### config.mk
export PLATFORM = sky130hd
export DESIGN_NAME = burst_clk_gen
export DESIGN_NICKNAME = d
export VERILOG_FILES = /design/src/rtl/burst_clk_pkg.sv /design/src/rtl/burst_ctrl.sv /design/src/rtl/burst_clk_div.sv /design/src/rtl/burst_lat_cnt.sv /design/src/rtl/burst_clk_out.sv /design/src/rtl/burst_clk_gen.sv
export SDC_FILE = /design/constraint.sdc
export NUM_CORES = 1
export LEC_CHECK = 0
export BUFFER_PORTS_ARGS = -buffer_cell sky130_fd_sc_hd__clkbuf_2
export CAP_MARGIN = 20
export CORE_ASPECT_RATIO = 1.25
export CORE_MARGIN = 3
export CORE_UTILIZATION = 35
export DETAILED_ROUTE_END_ITERATION = 8
export PLACE_DENSITY = 0.6
export SYNTH_ARGS = -nofsm -noshare
export SYNTH_HDL_FRONTEND = slang
export SYNTH_HIERARCHICAL = 1
export SYNTH_SLANG_ARGS = --single-unit
### constraint.sdc
create_clock -name clk_i -period 4.1 [get_ports clk_i]
set_clock_uncertainty 0.2 [all_clocks]
set_input_delay 0.205 -clock clk_i [delete_from_list [all_inputs] [get_ports clk_i]]
set_output_delay 0.205 -clock clk_i [all_outputs]
set_load 0.02 [all_outputs]
### src/rtl/burst_clk_pkg.sv
`timescale 1ns/1ps
package burst_clk_pkg;
  typedef enum logic {
    ST_IDLE = 1'b0,
    ST_RUN  = 1'b1
  } xfer_state_e;
endpackage

### src/rtl/burst_ctrl.sv
`timescale 1ns/1ps
module burst_ctrl
  import burst_clk_pkg::*;
#(
  parameter int DIV_W = 4,
  parameter int LAT_W = 4
) (
  input  logic             clk_i,
  input  logic             rst_ni,
  input  logic             start_i,
  input  logic             burst_en_i,
  input  logic             done_i,
  input  logic [DIV_W-1:0] div_cfg_i,
  input  logic [LAT_W-1:0] lat_cfg_i,
  output logic             run_o,
  output logic             launch_o,
  output logic             fast_nxt_o,
  output logic [DIV_W-1:0] div_o,
  output logic [LAT_W-1:0] lat_o
);
  xfer_state_e      st_q, st_d;
  logic [DIV_W-1:0] div_q, div_nxt;
  logic [LAT_W-1:0] lat_q;

  assign launch_o = (st_q == ST_IDLE) && start_i && burst_en_i;

  always_comb begin
    st_d = st_q;
    unique case (st_q)
      ST_IDLE: if (launch_o) st_d = ST_RUN;
      ST_RUN:  if (done_i)   st_d = ST_IDLE;
      default: st_d = ST_IDLE;
    endcase
  end

  // enable for the gated 1x clock, looked up one half cycle ahead
  assign div_nxt    = launch_o ? div_cfg_i : div_q;
  assign fast_nxt_o = (st_d == ST_RUN) && (div_nxt == '0);

  always_ff @(posedge clk_i or negedge rst_ni) begin
    if (!rst_ni) begin
      st_q  <= ST_IDLE;
      div_q <= '1;
      lat_q <= '1;
    end else begin
      st_q <= st_d;
      if (launch_o) begin
        div_q <= div_cfg_i;
        lat_q <= lat_cfg_i;
      end
    end
  end

  assign run_o = (st_q == ST_RUN);
  assign div_o = div_q;
  assign lat_o = lat_q;
endmodule

### src/rtl/burst_clk_div.sv
`timescale 1ns/1ps
module burst_clk_div #(
  parameter int DIV_W = 4
) (
  input  logic             clk_i,
  input  logic             rst_ni,
  input  logic             launch_i,
  input  logic             run_i,
  input  logic             done_i,
  input  logic [DIV_W-1:0] div_i,
  output logic             hi_o,
  output logic             rise_o
);
  localparam int N_W = DIV_W + 1;

  logic [N_W-1:0]   ratio;
  logic [DIV_W-1:0] lo_len;
  logic [DIV_W-1:0] ph_q, ph_d;
  logic             hi_q, hi_d;

  assign ratio  = {1'b0, div_i} + N_W'(1);
  assign lo_len = ratio[N_W-1:1];

  always_comb begin
    if (launch_i)               ph_d = '0;
    else if (run_i && !done_i)  ph_d = (ph_q == div_i) ? '0 : ph_q + DIV_W'(1);
    else                        ph_d = '0;
    // high phase only for ratios above 1x; 1x uses the gated path
    hi_d = run_i && !done_i && !launch_i && (lo_len != '0) && (ph_d >= lo_len);
  end

  always_ff @(posedge clk_i or negedge rst_ni) begin
    if (!rst_ni) begin
      ph_q <= '0;
      hi_q <= 1'b0;
    end else begin
      ph_q <= ph_d;
      hi_q <= hi_d;
    end
  end

  assign hi_o   = hi_q;
  assign rise_o = run_i && (ph_q == lo_len);
endmodule

### src/rtl/burst_lat_cnt.sv
`timescale 1ns/1ps
module burst_lat_cnt #(
  parameter int LAT_W = 4
) (
  input  logic             clk_i,
  input  logic             rst_ni,
  input  logic             launch_i,
  input  logic             run_i,
  input  logic             rise_i,
  input  logic [LAT_W-1:0] lat_i,
  output logic             hit_o
);
  localparam int E_W = LAT_W + 1;

  logic [E_W-1:0] edge_q;
  logic [E_W-1:0] target;

  assign target = {1'b0, lat_i} + E_W'(2);

  always_ff @(posedge clk_i or negedge rst_ni) begin
    if (!rst_ni)              edge_q <= '0;
    else if (launch_i)        edge_q <= '0;
    else if (run_i && rise_i) edge_q <= edge_q + E_W'(1);
  end

  assign hit_o = run_i && rise_i && (edge_q == target);
endmodule

### src/rtl/burst_clk_out.sv
`timescale 1ns/1ps
module burst_clk_out (
  input  logic clk_i,
  input  logic rst_ni,
  input  logic fast_nxt_i,
  input  logic hi_i,
  output logic mem_clk_o
);
  logic en_q;

  // falling-edge enable keeps the gated clock free of glitches
  always_ff @(negedge clk_i or negedge rst_ni) begin
    if (!rst_ni) en_q <= 1'b0;
    else         en_q <= fast_nxt_i;
  end

  assign mem_clk_o = (clk_i & en_q) | hi_i;
endmodule

### src/rtl/burst_clk_gen.sv
`timescale 1ns/1ps
module burst_clk_gen #(
  parameter int DIV_W = 4,
  parameter int LAT_W = 4
) (
  input  logic             clk_i,
  input  logic             rst_ni,
  input  logic [DIV_W-1:0] div_cfg_i,
  input  logic [LAT_W-1:0] lat_cfg_i,
  input  logic             burst_en_i,
  input  logic             start_i,
  output logic             mem_clk_o,
  output logic             busy_o,
  output logic             first_valid_o
);
  logic             run, launch, fast_nxt, hi, rise, hit;
  logic [DIV_W-1:0] div_q;
  logic [LAT_W-1:0] lat_q;

  burst_ctrl #(.DIV_W(DIV_W), .LAT_W(LAT_W)) u_ctrl (
    .clk_i     (clk_i),
    .rst_ni    (rst_ni),
    .start_i   (start_i),
    .burst_en_i(burst_en_i),
    .done_i    (hit),
    .div_cfg_i (div_cfg_i),
    .lat_cfg_i (lat_cfg_i),
    .run_o     (run),
    .launch_o  (launch),
    .fast_nxt_o(fast_nxt),
    .div_o     (div_q),
    .lat_o     (lat_q)
  );

  burst_clk_div #(.DIV_W(DIV_W)) u_div (
    .clk_i   (clk_i),
    .rst_ni  (rst_ni),
    .launch_i(launch),
    .run_i   (run),
    .done_i  (hit),
    .div_i   (div_q),
    .hi_o    (hi),
    .rise_o  (rise)
  );

  burst_lat_cnt #(.LAT_W(LAT_W)) u_lat (
    .clk_i   (clk_i),
    .rst_ni  (rst_ni),
    .launch_i(launch),
    .run_i   (run),
    .rise_i  (rise),
    .lat_i   (lat_q),
    .hit_o   (hit)
  );

  burst_clk_out u_out (
    .clk_i     (clk_i),
    .rst_ni    (rst_ni),
    .fast_nxt_i(fast_nxt),
    .hi_i      (hi),
    .mem_clk_o (mem_clk_o)
  );

  assign busy_o        = run;
  assign first_valid_o = hit;
endmodule

==> results of run 1 <==
[worst max-delay path, cell delays in order (launching register included)]
cell      delay, ns
dfstp_2        0.58
ha_4           0.18
xnor2_2        0.14
xnor2_1        0.13
nor3_2         0.22
nand2_1        0.09
or4_4          0.43
nor3_4         0.13
nand2b_4       0.15
o22ai_2        0.06
[kinds of logic after synthesis]
group / synth area share
flip-flops: 0.431
AO/OA/AOI/OAI: 0.0771
multiplexers: 0.0760
buffers and inverters: 0.0253
XOR/XNOR: 0.148
adder cells (fa/ha/maj): 0.0845
AND/OR/NAND/NOR: 0.158
[power breakdown]
group / total (mW) / switching, mW / internal (mW)
combinational: 0.851 / 0.391 / 0.460
sequential: 0.415 / 0.0906 / 0.324
clock: 0.246 / 0.0906 / 0.156
total: 1.51 / 0.572 / 0.940
[worst paths after layout]
check / slack, ns / start / to
setup / recovery: -0.39 / u_ctrl/div_o[1] / u_out/en_q
hold / removal: 0.09 / start_i / u_ctrl/div_o[2]
setup reg to reg: -0.39 / u_ctrl/div_o[1] / u_out/en_q
hold reg to reg: 0.39 / u_lat/edge_q[1] / u_lat/edge_q[1]
max in group asynchronous: 1.42 / rst_ni / u_out/en_q
min in group asynchronous: 0.13 / rst_ni / u_lat/edge_q[3]
[flip-flops by register name, indices dropped and copies added (netlist names)]
signal / cells
u_ctrl/div_o: 4
u_div/ph_q: 4
u_ctrl/lat_o: 4
u_ctrl/run_o: 1
u_out/en_q: 1
u_div/hi_o: 1
u_lat/edge_q: 5
[through the flow]
step           setup slack (ns)  hold WS, ns  utilization
4_1_cts                  -0.380       0.0904        0.531
2_1_floorplan            -0.643       -0.291            -
3_3_place_gp             -0.389      -0.0198        0.463
3_5_place_dp             -0.417      -0.0132        0.463
5_1_grt                  -0.545        0.106        0.533
6_report                 -0.391       0.0930        0.533
[cell usage after synthesis, drive strengths merged]
master   n  area share
nand3    8       0.034
mux2     8       0.076
buf      2       0.016
ha       8       0.084
inv      3      0.0095
xnor2    9       0.067
dfrtn    1       0.021
nor2     8       0.027
a21oi    6       0.025
dfstp    8        0.18
nor3     2      0.0084
nand3b   1       0.017
nand2b   2       0.011
nand2    7       0.022
or4      3       0.022
nor3b    1      0.0063
o311a    1      0.0084
o41ai    1       0.014
a21o     1      0.0063
or3      2       0.011
o22ai    1       0.011
xor2    11       0.081
dfrtp   11        0.23
o21ai    3       0.013
[per-layer routing]
layer	wire length [µm]	share of wire	vias up	global-route usage
met5	0	0	-	0
met4	63	0.024	0	0.0979
met3	102	0.039	6	0.0529
met2	1370	0.52	22	0.260
met1	1110	0.42	439	0.163
li1	-	-	480	-
[layout by cell type (no fill, tap or decap), drive strengths merged]
cell type | Yosys | final
a21oi | 6 | 6
dlygate4sd3 | 0 | 11
nor2 | 8 | 8
o21ai | 3 | 3
buf | 2 | 21
dfstp | 8 | 8
o41ai | 1 | 1
nor3 | 2 | 2
xnor2 | 9 | 9
nand3b | 1 | 1
xor2 | 11 | 11
ha | 8 | 8
nand3 | 8 | 8
dfrtp | 11 | 11
or3 | 2 | 2
a21o | 1 | 1
o311a | 1 | 1
nand2b | 2 | 2
inv | 3 | 3
dfrtn | 1 | 1
nand2 | 7 | 7
clkbuf | 0 | 21
mux2 | 8 | 8
nor3b | 1 | 1
or4 | 3 | 3
o22ai | 1 | 1
[what timing repair did]
item / in CTS / in global routing
resized for setup: 2 / 1
hold buffers: 11 / 0
setup endpoints to repair: 1 / 1
hold endpoints to repair: 28 / 0
[cell type report]
| class | count | area [µm²] | share of cell area |
|---|---|---|---|
| Inverter | 3 | 11.3 | 0.00655 |
| Clock buffer | 8 | 101 | 0.0590 |
| Sequential cell | 20 | 510 | 0.297 |
| Multi-Input combinational cell | 83 | 704 | 0.410 |
| Timing Repair Buffer | 45 | 345 | 0.201 |
| Tap cell | 37 | 46.3 | 0.0269 |
==> flow_summary.json, run 1 <==
{
  "antenna_found_initial": 0,
  "diodes": 0,
  "worst_slack_ns": -0.391,
  "dp_cells": 178,
  "ys_types": 28,
  "grt_usage": 0.155,
  "grt_pass1_wl_mm": 4.70,
  "postCtsSetupBuffers": 0,
  "drive_gt1_frac": 0.453,
  "start_util": 0.368,
  "insertion_delay_ns": 0.37,
  "hold_depth": 3,
  "grt_max_degree": 21,
  "p_leak_nw": 0.798,
  "fillCellCount": 288,
  "core_region_area_mm2": 0.00322,
  "cts_tree": "built",
  "rows": 23,
  "final_net_count": 180,
  "hold_violations": 0,
  "slew-limit-headroom": 0.645,
  "power_mw": 1.51,
  "io_pins": 15,
  "clk_pin_slew_ns": 0.07,
  "antenna_left": 0,
  "violations": "negative setup slack",
  "gp_congestion": 0.843,
  "wl_per_cell_um": 13.5,
  "critical_path_class": "reg2reg",
  "syn2layout_area_growth_pct": 45.1,
  "netlist_instances": 108,
  "drtPass1Iterations": 4,
  "synth_seq_cells": 20,
  "drt-initial-drc-count": 27,
  "first_global_vias": 1080,
  "seq_area_frac_synth": 0.431,
  "drt_wl_total_mm": 2.64,
  "syn_avg_cell_area_um2": 11.0,
  "vdd_drop_max_mv": 0.485,
  "tightestPinTransition_ns": 0.527,
  "syn_nets": 128,
  "vias": 947,
  "r2r_cells": 9,
  "end_kind": "flop",
  "hp-class": "in2reg",
  "path_max_fanout": 4,
  "hpwl_mm": 1.98,
  "viasPerCell": 4.83,
  "yosys_warnings": 6,
  "status": "finished with violations",
  "dieWidth_um": 58.0,
  "io_buffer_count": 14,
  "fin_area_mm2": 0.00172,
  "rsz0062_at_grt": "yes",
  "setup-tns-final_ns": -0.391,
  "drcViolationCount": 0,
  "die_h_um": 71.1,
  "grt-ovfl-total": 0,
  "max_cap_violations": 0,
  "start_kind": "flop",
  "arrival_ns": 2.48,
  "netlist_area_mm2": 0.00118,
  "stdcell_count": 196,
  "power.density_mw_per_mm2": 879,
  "maxSlewViolCount": 0,
  "dieArea_mm2": 0.00412,
  "post_dp_cell_area_mm2": 0.00149,
  "cp.required_ns": 2.09,
  "setup_viol": 1
}
No activity file was read; power rests on OpenSTA's default activity.
==> run 2, diff against run 1 <==
==> constraint.sdc (replaced) <==
create_clock -name clk_i -period 5.4 [get_ports clk_i]
set_clock_uncertainty 0.2 [all_clocks]
set_input_delay 0.27 -clock clk_i [delete_from_list [all_inputs] [get_ports clk_i]]
set_output_delay 0.27 -clock clk_i [all_outputs]
set_load 0.02 [all_outputs]
==> run 2 against run 1 <==
- worst hold slack worse by 0.0040 ns
- critical endpoint unchanged
- die area is the same
- largest power group unchanged
- sequential power is 19% lower
- setup slack improved by 0.61 ns
- the run now ends clean
- sequential share of layout area is 3.6 points higher
- largest cell class unchanged
- first-iteration DRC count rose by 70%
- combinational power is 43% lower
- register-to-register slack gained 0.61 ns
- via count fell by 9.6%
==> flow_summary.json, run 2 (synthesis results as in run 1) <==
{
  "status": "complete, no violations",
  "rows": 23,
  "start_kind": "flop",
  "rsz0062_at_grt": "no",
  "insertion_delay_ns": 0.36,
  "cp.required_ns": 2.73,
  "path_max_fanout": 6,
  "syn2layout_area_growth_pct": 29.5,
  "path_cells": "ha_4 > nand3_1 > xor2_1 > nand3_1 > nor3_2 > nand2_2 > or4_4 > nor3_4 > nand2b_4 > o22ai_2",
  "final_net_count": 160,
  "io_pins": 15,
  "r2r_setup_slack_ns": 0.21,
  "postCtsSetupBuffers": 0,
  "drt_wl_total_mm": 2.26,
  "dp_cells": 160,
  "crit_top_cell": "nand3_1",
  "setup_viol": 0,
  "clk_pin_slew_ns": 0.07,
  "stdcell_count": 176,
  "slew-limit-headroom": 0.640,
  "drt-initial-drc-count": 46,
  "cp_slowest_stage_delay_ns": 0.61,
  "cts_tree": "built",
  "antenna_found_initial": 0,
  "max_cap_violations": 0,
  "hpwl_mm": 1.71,
  "diodes": 0,
  "dieWidth_um": 58.0,
  "dieArea_mm2": 0.00412,
  "grt_max_degree": 21,
  "hp-class": "in2reg",
  "drcViolationCount": 0,
  "p_clk_frac": 0.183,
  "multi_input_area_um2": 687,
  "setup-tns-final_ns": 0,
  "viasPerCell": 4.86,
  "antenna_left": 0,
  "cpLargestDelayFamily": "simple AND/OR/NAND/NOR gates",
  "fillCellCount": 304,
  "io_buffer_count": 14,
  "critical_path_class": "reg2reg",
  "crit_buf_inv": 0,
  "hold_violations": 0,
  "grt_pass1_wl_mm": 4.20,
  "final_util": 0.476,
  "gp_congestion": 0.900,
  "drive_gt1_frac": 0.374,
  "tightestPinTransition_ns": 0.535,
  "pwr-share-seq": 0.337,
  "power.density_mw_per_mm2": 655,
  "sw_frac_of_total": 0.391,
  "maxSlewViolCount": 0,
  "final_common_cell": "clkbuf_2",
  "grt_usage": 0.133,
  "end_kind": "flop",
  "vdd_drop_max_mv": 0.379,
  "seq_area_um2": 510,
  "drtPass1Iterations": 4,
  "layout_common_cells": "14 x clkbuf_2, 11 x dfrtp_1, 11 x xor2_1",
  "cpMaxStageDelayCell": "dfstp_2",
  "arrival_ns": 2.52,
  "core_region_area_mm2": 0.00322,
  "fin_area_mm2": 0.00153,
  "start_util": 0.368,
  "grt-ovfl-total": 0,
  "comb_power_share": 0.480,
  "intPower_mw": 0.612,
  "first_global_vias": 1010,
  "vias": 856,
  "post_dp_cell_area_mm2": 0.00135,
  "largest_register_ffs": 5,
  "top_register": "u_lat/edge_q",
  "die_h_um": 71.1,
  "wl_per_cell_um": 12.9,
  "p_switching_mw": 0.393,
  "p_leak_nw": 0.691
}
run 2: changes by cell type in the layout (fill, tap and decap cells not counted):
cell / previous run / this run
buf_4: 20 / 3
dlygate4sd3_1: 11 / 9
xnor2_1: 7 / 9
xnor2_2: 2 / 0
buf_12: 1 / 0
nand2_1: 7 / 6
nand2_2: 0 / 1
nand3_1: 7 / 8
nand3_2: 1 / 0
run 2: worst register-to-register path, cell delays in order (launching register included):
cell and delay, ns:
dfstp_2 0.61, ha_4 0.17, nand3_1 0.11, xor2_1 0.14
nand3_1 0.10, nor3_2 0.16, nand2_2 0.10, or4_4 0.43
nor3_4 0.14, nand2b_4 0.15, o22ai_2 0.05
run 2: final timing paths:
path,from,to,cells past startpoint
max,u_ctrl/div_o[1],u_out/en_q,10
min,burst_en_i,u_ctrl/run_o,3
max reg2reg,u_ctrl/div_o[1],u_out/en_q,10
min reg2reg,u_div/ph_q[0],u_div/ph_q[0],1
max in group asynchronous,rst_ni,u_out/en_q,2
min in group asynchronous,rst_ni,u_lat/edge_q[2],2
run 2: timing repair:
item                                    CTS  global route
endpoints found under the setup margin    0             1
hold endpoints to repair                 19             0
resized for setup                         0             1
hold buffers                              9             0
run 2: layout make-up:
cell class | instances | share of cell area
clock buffers | 8 | 0.0661
inverters | 3 | 0.00734
multi-input cells | 83 | 0.448
flip-flops and latches | 20 | 0.333
well taps | 37 | 0.0302
repair buffers | 25 | 0.116
run 2: stage by stage:
stage / power [mW] / hold WS (ns) / worst slack [ns]
after CTS: 1.01 / 0.0823 / 0.194
after global placement: 0.821 / 0.0522 / 0.205
after global routing: 1.11 / 0.101 / 0.0225
after floorplan: 0.721 / -0.226 / 0.00649
final: 1.01 / 0.0890 / 0.215
after detailed placement: 0.832 / 0.0610 / 0.187
run 2: routing by layer:
metal,up-vias,global-route usage,part of all wire
met5,-,0,0
met4,0,0.0696,0.015
met3,5,0.0438,0.041
met2,20,0.214,0.51
met1,393,0.156,0.43
li1,438,-,-
run 2: power by group through the flow:
stage               combinational [mW]  sequential (mW)  clock (mW)
global route                     0.562            0.351       0.199
CTS                              0.482            0.340       0.191
global placement                 0.466            0.340      0.0152
detailed placement               0.474            0.343      0.0152
floorplan                        0.390            0.320      0.0111
finish                           0.482            0.338       0.184
